--- src/rtl/iq_demux_pkg.sv ---
package iq_demux_pkg;

   typedef enum logic [1:0] {
      UPS_X1 = 2'd0,
      UPS_X2 = 2'd1,
      UPS_X4 = 2'd2,
      UPS_X8 = 2'd3
   } ups_code_e;

   localparam int FILL_W = 3;

   // number of extra output cycles after a new sample
   function automatic logic [FILL_W-1:0] fill_cycles(input logic [1:0] code);
      logic [FILL_W:0] f;
      f = (FILL_W+1)'(1) << code;
      return FILL_W'(f - 1'b1);
   endfunction

endpackage

--- src/rtl/iq_fmt.sv ---
module iq_fmt #(
   parameter int W = 16
) (
   input  logic         offset_bin,
   input  logic [W-1:0] word_in,
   output logic [W-1:0] word_out
);
   always_comb begin
      word_out        = word_in;
      word_out[W-1]   = word_in[W-1] ^ offset_bin;
   end
endmodule

--- src/rtl/iq_pairer.sv ---
module iq_pairer #(
   parameter int W = 16
) (
   input  logic         clk,
   input  logic         rst_n,
   input  logic         interleave,
   input  logic         q_first,
   input  logic         marker,
   input  logic         word_valid,
   input  logic [W-1:0] word_a,
   input  logic [W-1:0] word_b,
   output logic         pair_valid,
   output logic [W-1:0] pair_i,
   output logic [W-1:0] pair_q
);
   logic [W-1:0] held_word;
   logic         held_ok;

   always_ff @(posedge clk or negedge rst_n) begin
      if (!rst_n) begin
         held_word  <= '0;
         held_ok    <= 1'b0;
         pair_valid <= 1'b0;
         pair_i     <= '0;
         pair_q     <= '0;
      end else begin
         pair_valid <= 1'b0;
         if (!interleave) begin
            held_ok <= 1'b0;
            if (word_valid) begin
               pair_valid <= 1'b1;
               pair_i     <= word_a;
               pair_q     <= word_b;
            end
         end else if (word_valid) begin
            if (marker) begin
               held_word <= word_a;
               held_ok   <= 1'b1;
            end else if (held_ok) begin
               held_ok    <= 1'b0;
               pair_valid <= 1'b1;
               if (q_first) begin
                  pair_i <= word_a;
                  pair_q <= held_word;
               end else begin
                  pair_i <= held_word;
                  pair_q <= word_a;
               end
            end
         end
      end
   end
endmodule

--- src/rtl/iq_stuffer.sv ---
module iq_stuffer
   import iq_demux_pkg::*;
#(
   parameter int W = 16
) (
   input  logic         clk,
   input  logic         rst_n,
   input  logic         real_mode,
   input  logic         zero_fill,
   input  logic [1:0]   ups_code,
   input  logic         pair_valid,
   input  logic [W-1:0] pair_i,
   input  logic [W-1:0] pair_q,
   output logic [W-1:0] out_i,
   output logic [W-1:0] out_q,
   output logic         out_i_valid,
   output logic         out_q_valid
);
   logic [FILL_W-1:0] fill_left;

   always_ff @(posedge clk or negedge rst_n) begin
      if (!rst_n) begin
         out_i       <= '0;
         out_q       <= '0;
         out_i_valid <= 1'b0;
         out_q_valid <= 1'b0;
         fill_left   <= '0;
      end else if (pair_valid) begin
         out_i       <= pair_i;
         out_q       <= real_mode ? '0 : pair_q;
         out_i_valid <= 1'b1;
         out_q_valid <= !real_mode;
         fill_left   <= fill_cycles(ups_code);
      end else if (fill_left != '0) begin
         fill_left   <= fill_left - 1'b1;
         out_i_valid <= 1'b1;
         out_q_valid <= !real_mode;
         if (zero_fill) begin
            out_i <= '0;
            out_q <= '0;
         end else if (real_mode) begin
            out_q <= '0;
         end
      end else begin
         out_i_valid <= 1'b0;
         out_q_valid <= 1'b0;
      end
   end
endmodule

--- src/rtl/iq_demux.sv ---
module iq_demux
   import iq_demux_pkg::*;
#(
   parameter int SAMPLE_W = 16
) (
   input  logic                clk,
   input  logic                rst_n,
   input  logic                cfg_interleave,
   input  logic                cfg_q_first,
   input  logic                cfg_sel_invert,
   input  logic                cfg_unsigned,
   input  logic                cfg_real_mode,
   input  logic                cfg_zero_stuff,
   input  logic [1:0]          cfg_interp,
   input  logic                in_valid,
   input  logic                in_sel,
   input  logic [SAMPLE_W-1:0] in_a,
   input  logic [SAMPLE_W-1:0] in_b,
   output logic [SAMPLE_W-1:0] out_i,
   output logic [SAMPLE_W-1:0] out_q,
   output logic                out_i_valid,
   output logic                out_q_valid
);
   localparam int NPORTS = 2;

   if (SAMPLE_W < 12 || SAMPLE_W > 16) begin : g_bad_width
      $error("iq_demux: SAMPLE_W must lie in 12..16");
   end

   logic [SAMPLE_W-1:0] raw_word [NPORTS];
   logic [SAMPLE_W-1:0] fmt_word [NPORTS];
   logic                pair_marker;
   logic                pair_valid;
   logic [SAMPLE_W-1:0] pair_i;
   logic [SAMPLE_W-1:0] pair_q;

   assign raw_word[0] = in_a;
   assign raw_word[1] = in_b;
   assign pair_marker = in_sel ^ cfg_sel_invert;

   for (genvar p = 0; p < NPORTS; p++) begin : g_fmt
      iq_fmt #(.W(SAMPLE_W)) u_fmt (
         .offset_bin (cfg_unsigned),
         .word_in    (raw_word[p]),
         .word_out   (fmt_word[p])
      );
   end

   iq_pairer #(.W(SAMPLE_W)) u_pair (
      .clk        (clk),
      .rst_n      (rst_n),
      .interleave (cfg_interleave),
      .q_first    (cfg_q_first),
      .marker     (pair_marker),
      .word_valid (in_valid),
      .word_a     (fmt_word[0]),
      .word_b     (fmt_word[1]),
      .pair_valid (pair_valid),
      .pair_i     (pair_i),
      .pair_q     (pair_q)
   );

   iq_stuffer #(.W(SAMPLE_W)) u_stuff (
      .clk         (clk),
      .rst_n       (rst_n),
      .real_mode   (cfg_real_mode),
      .zero_fill   (cfg_zero_stuff),
      .ups_code    (cfg_interp),
      .pair_valid  (pair_valid),
      .pair_i      (pair_i),
      .pair_q      (pair_q),
      .out_i       (out_i),
      .out_q       (out_q),
      .out_i_valid (out_i_valid),
      .out_q_valid (out_q_valid)
   );
endmodule

--- config.mk ---
export PLATFORM = sky130hd
export DESIGN_NAME = iq_demux
export DESIGN_NICKNAME = d
export VERILOG_FILES = /design/src/rtl/iq_demux_pkg.sv /design/src/rtl/iq_fmt.sv /design/src/rtl/iq_pairer.sv /design/src/rtl/iq_stuffer.sv /design/src/rtl/iq_demux.sv
export SDC_FILE = /design/constraint.sdc
export NUM_CORES = 1
export LEC_CHECK = 0
export ABC_AREA = 1
export BUFFER_PORTS_ARGS = -buffer_cell sky130_fd_sc_hd__buf_2
export CORE_ASPECT_RATIO = 0.75
export CORE_MARGIN = 1
export CORE_UTILIZATION = 55
export CTS_CLUSTER_DIAMETER = 80
export DETAILED_ROUTE_END_ITERATION = 8
export GPL_ROUTABILITY_DRIVEN = 0
export PLACE_DENSITY = 0.8
export SYNTH_ARGS = -nofsm -noshare
export SYNTH_HDL_FRONTEND = slang
export SYNTH_SLANG_ARGS = --single-unit
--- constraint.sdc ---
create_clock -name clk -period 1.6 [get_ports clk]
set_input_delay 0.08 -clock clk [delete_from_list [all_inputs] [get_ports clk]]
set_output_delay 0.08 -clock clk [all_outputs]
set_load 0.05 [all_outputs]
==> impl_metrics.env <==
export IMPL_total_switching_power_mw=2.059
export IMPL_setup_tns_ns=0
export IMPL_first_global_vias=3160
export IMPL_route_final_wire_length_um=9175
export IMPL_die_width_um=99.75
export IMPL_static_leakage_power_nw=2.782
export IMPL_layout_area_overhead_vs_synth_pct=20.44
export IMPL_hold_start="in_a[14]"
export IMPL_root_buffer="clkbuf_8"
export IMPL_placement_io_buffers=77
export IMPL_power_frac_clock_pct=24.4
export IMPL_reg_to_reg_startpoint="u_pair.pair_valid$_DFF_PN0_"
export IMPL_numCtsBuffers=9
export IMPL_rsz0062_at_grt="false"
export IMPL_syn_avg_cell_area_sq_um=7.805
export IMPL_power_report_internal_total_mw=3.692
export IMPL_tightestPinTransition_ns=0.4787
export IMPL_cts_root_to_sink_buffers=2
export IMPL_worst_ep_arrival_time_ns=1.57
export IMPL_maxSlewViolCount=0
export IMPL_startpoint_type="flip-flop"
export IMPL_cts_max_level=3
export IMPL_grt_remaining_overflow=0
export IMPL_hold_path_cell_count=3
export IMPL_cts_resized=0
export IMPL_power_ir_vdd_worst_uv=438.7
export IMPL_worstSetupEndpointType="flip-flop"
export IMPL_die_area_sq_mm=0.007512
export IMPL_grt_start_max_net_pins=36
export IMPL_detail_route_drc_violations=0
export IMPL_floorplan_core_area_sq_mm=0.006864
export IMPL_switching_share_pct=35.80
export IMPL_initialDrtViolationCount=276
export IMPL_async_reset_ff_share_pct=100.0
export IMPL_synth_enable_flop_cells=0
export IMPL_synth_seq_cells=87
export IMPL_synthFlopType="dfrtp_1"
export IMPL_clock_sinks=87
export IMPL_cap_violations=0
export IMPL_fillerInstances=567
export IMPL_post_drt_via_cell_ratio=5.037
export IMPL_final_period_minus_worst_setup_slack_ns=1.322
export IMPL_timing_final_setup_violations=0
export IMPL_globalRouteTotalUtil_pct=26.31
export IMPL_io_pin_count=78
export IMPL_critical_path_origin="u_pair.pair_valid$_DFF_PN0_"
export IMPL_via_count=3506
export IMPL_timing_reg2reg_setup_slack_ns=0.28
export IMPL_drt_antenna_violating_nets=0
export IMPL_hold_viol_final=0
export IMPL_fraction_of_final_layout_cells_with_drive_strength_greater_than_1_pct=18.39
export IMPL_run_status="complete, no violations"
export IMPL_diodes_inserted=0
export IMPL_place_hpwl_um=6524
export IMPL_rows=26
export IMPL_sequentialPowerShare_pct=48.6
export IMPL_worst_ep_required_time_ns=1.85
export IMPL_post_route_util_pct=69.16
export IMPL_worst_r2r_dst="u_stuff.out_i[15]$_DFFE_PN0P_"
export IMPL_hold_path_endpoint="u_pair.held_word[14]$_DFFE_PN0P_"
export IMPL_post_drt_wl_per_cell_um=13.18
export IMPL_synth_cell_type_count=21
export IMPL_worst_path_max_fanout=16
export IMPL_reg2reg_depth=6
export IMPL_power_frac_comb_pct=27.0
export IMPL_synth_net_count=550
export IMPL_synth_seq_area_share_pct=55.24
export IMPL_clock_skew_final_ns=0.009639
export IMPL_grt_antenna_before_repair=0
export IMPL_synthesis_area_sq_mm=0.003941
export IMPL_floorplan_die_height_um=75.31
export IMPL_yosysWarnings=0
export IMPL_timing_setup_critical_path_class="flip-flop to flip-flop"
export IMPL_worst_setup_hold_path_clk_slew_ns=0.08
export IMPL_initial_core_utilization_pct=57.42
export IMPL_finalCritPeriodShare_pct=82.61
export IMPL_slew_headroom_pct=68.08
export IMPL_p_per_area_mw_per_mm2=1212
export IMPL_timing_fmax_ghz=0.7566
export IMPL_worst_hold_path_type="primary input to flip-flop"
export IMPL_tritoncts="done"
export IMPL_syn_instance_count=505
export IMPL_nets=638
export IMPL_wire_length_of_the_first_global_routing_pass_um=14970
export IMPL_drt_pass1_iterations=6
export IMPL_clk_insertion_delay_late_ns=0.36
flip-flops by register name (all words and copies together), names as in the netlist:
| register | cells |
|---|---|
| u_stuff.out_i_valid | 1 |
| u_stuff.out_i | 16 |
| u_pair.pair_q | 16 |
| u_pair.pair_valid | 1 |
| u_stuff.fill_left | 3 |
| u_stuff.out_q | 16 |
| u_pair.pair_i | 16 |
| u_pair.held_word | 16 |
| u_pair.held_ok | 1 |
| u_stuff.out_q_valid | 1 |
per-layer routing:
layer | wire [um] | part of all wire (%) | track usage, %
met1 | 4105 | 45 | 35.50
met2 | 4385 | 48 | 43.52
met3 | 610 | 6.6 | 6.972
met4 | 74 | 0.81 | 6.209
met5 | 0 | 0 | 0
worst max-delay path by stage:
stage / end / slack, ns
5_1_grt: u_stuff.out_q[11]$_DFFE_PN0P_ / 0.20
2_1_floorplan: u_stuff.fill_left[2]$_DFFE_PN0P_ / 0.32
4_1_cts: u_stuff.out_i[15]$_DFFE_PN0P_ / 0.29
3_5_place_dp: u_stuff.out_i[15]$_DFFE_PN0P_ / 0.29
6_report: u_stuff.out_i[15]$_DFFE_PN0P_ / 0.28
3_3_place_gp: u_stuff.out_q[5]$_DFFE_PN0P_ / 0.37
synth_stat cells (2+ instances only):
| master | number | share of area (%) |
|---|---|---|
| a21oi_1 | 3 | 0.38 |
| nand2_1 | 281 | 27 |
| nor2_1 | 6 | 0.57 |
| o21ai_0 | 32 | 4.1 |
| dfrtp_1 | 87 | 55 |
| o211ai_1 | 16 | 3.0 |
| buf_2 | 14 | 1.8 |
| clkbuf_1 | 9 | 0.86 |
| inv_2 | 2 | 0.19 |
| nand3_1 | 4 | 0.51 |
| inv_1 | 41 | 3.9 |
power groups by stage:
| stage | registers, mW | clock network [mW] | logic [mW] |
|---|---|---|---|
| floorplan | 3.17 | 0 | 0.704 |
| global placement | 2.82 | 0 | 1.49 |
| detailed placement | 2.83 | 0 | 1.54 |
| CTS | 2.79 | 1.42 | 1.56 |
| global route | 2.84 | 1.49 | 1.72 |
| finish | 2.80 | 1.40 | 1.55 |
cells by family (layout without fill, tap and decap cells):
logic type	Yosys count	after routing	synth area share, %
simple gates	294	294	28.73
flops	87	87	55.24
buf+inv	66	159	6.730
compound gates	57	57	8.984
fa+ha+maj	1	1	0.3174
timing repair:
item                                   in CTS  in global routing
buffers inserted                            0                  0
hold buffers                               10                  0
endpoints found under the hold margin      40                  0
worst max-delay path, stage by stage, from the launching register on:
cell and delay [ns]:
dfrtp_1 0.54, inv_2 0.13, nand3_4 0.14, o21ai_2 0.07, buf_4 0.20, nand2_1 0.08
nand2_1 0.05
layout by cell type, fill, tap and decap left out, types with 3 or more instances in the layout:
cell / instances
nand2_1: 281
a21oi_1: 3
nor2_1: 6
clkbuf_8: 11
buf_2: 76
buf_4: 12
nand3_1: 4
o211ai_1: 16
dlygate4sd3_1: 10
dfrtp_1: 87
inv_1: 41
o21ai_0: 32
stage by stage:
step	setup WS (ns)	total power, mW	area, sq um	hold slack, ns	cells
2_1_floorplan	0.3181	3.876	3941	-0.2156	505
3_3_place_gp	0.3663	4.309	4471	0.06013	670
3_5_place_dp	0.2906	4.372	4471	0.06826	670
4_1_cts	0.2865	5.773	4747	0.0009832	696
5_1_grt	0.1976	6.045	4747	0.01438	696
6_report	0.2782	5.751	4747	0.003493	696
layout make-up:
| class | instances | area (sq um) | share of cell area [%] |
|---|---|---|---|
| Clock buffer | 13 | 158.9 | 3.347 |
| Clock inverter | 3 | 17.52 | 0.3690 |
| Inverter | 43 | 161.4 | 3.400 |
| Multi-Input combinational cell | 352 | 1499 | 31.58 |
| Sequential cell | 87 | 2177 | 45.86 |
| Tap cell | 98 | 122.6 | 2.583 |
| Timing Repair Buffer | 100 | 610.6 | 12.86 |
Power figures use the tool's default switching activity.
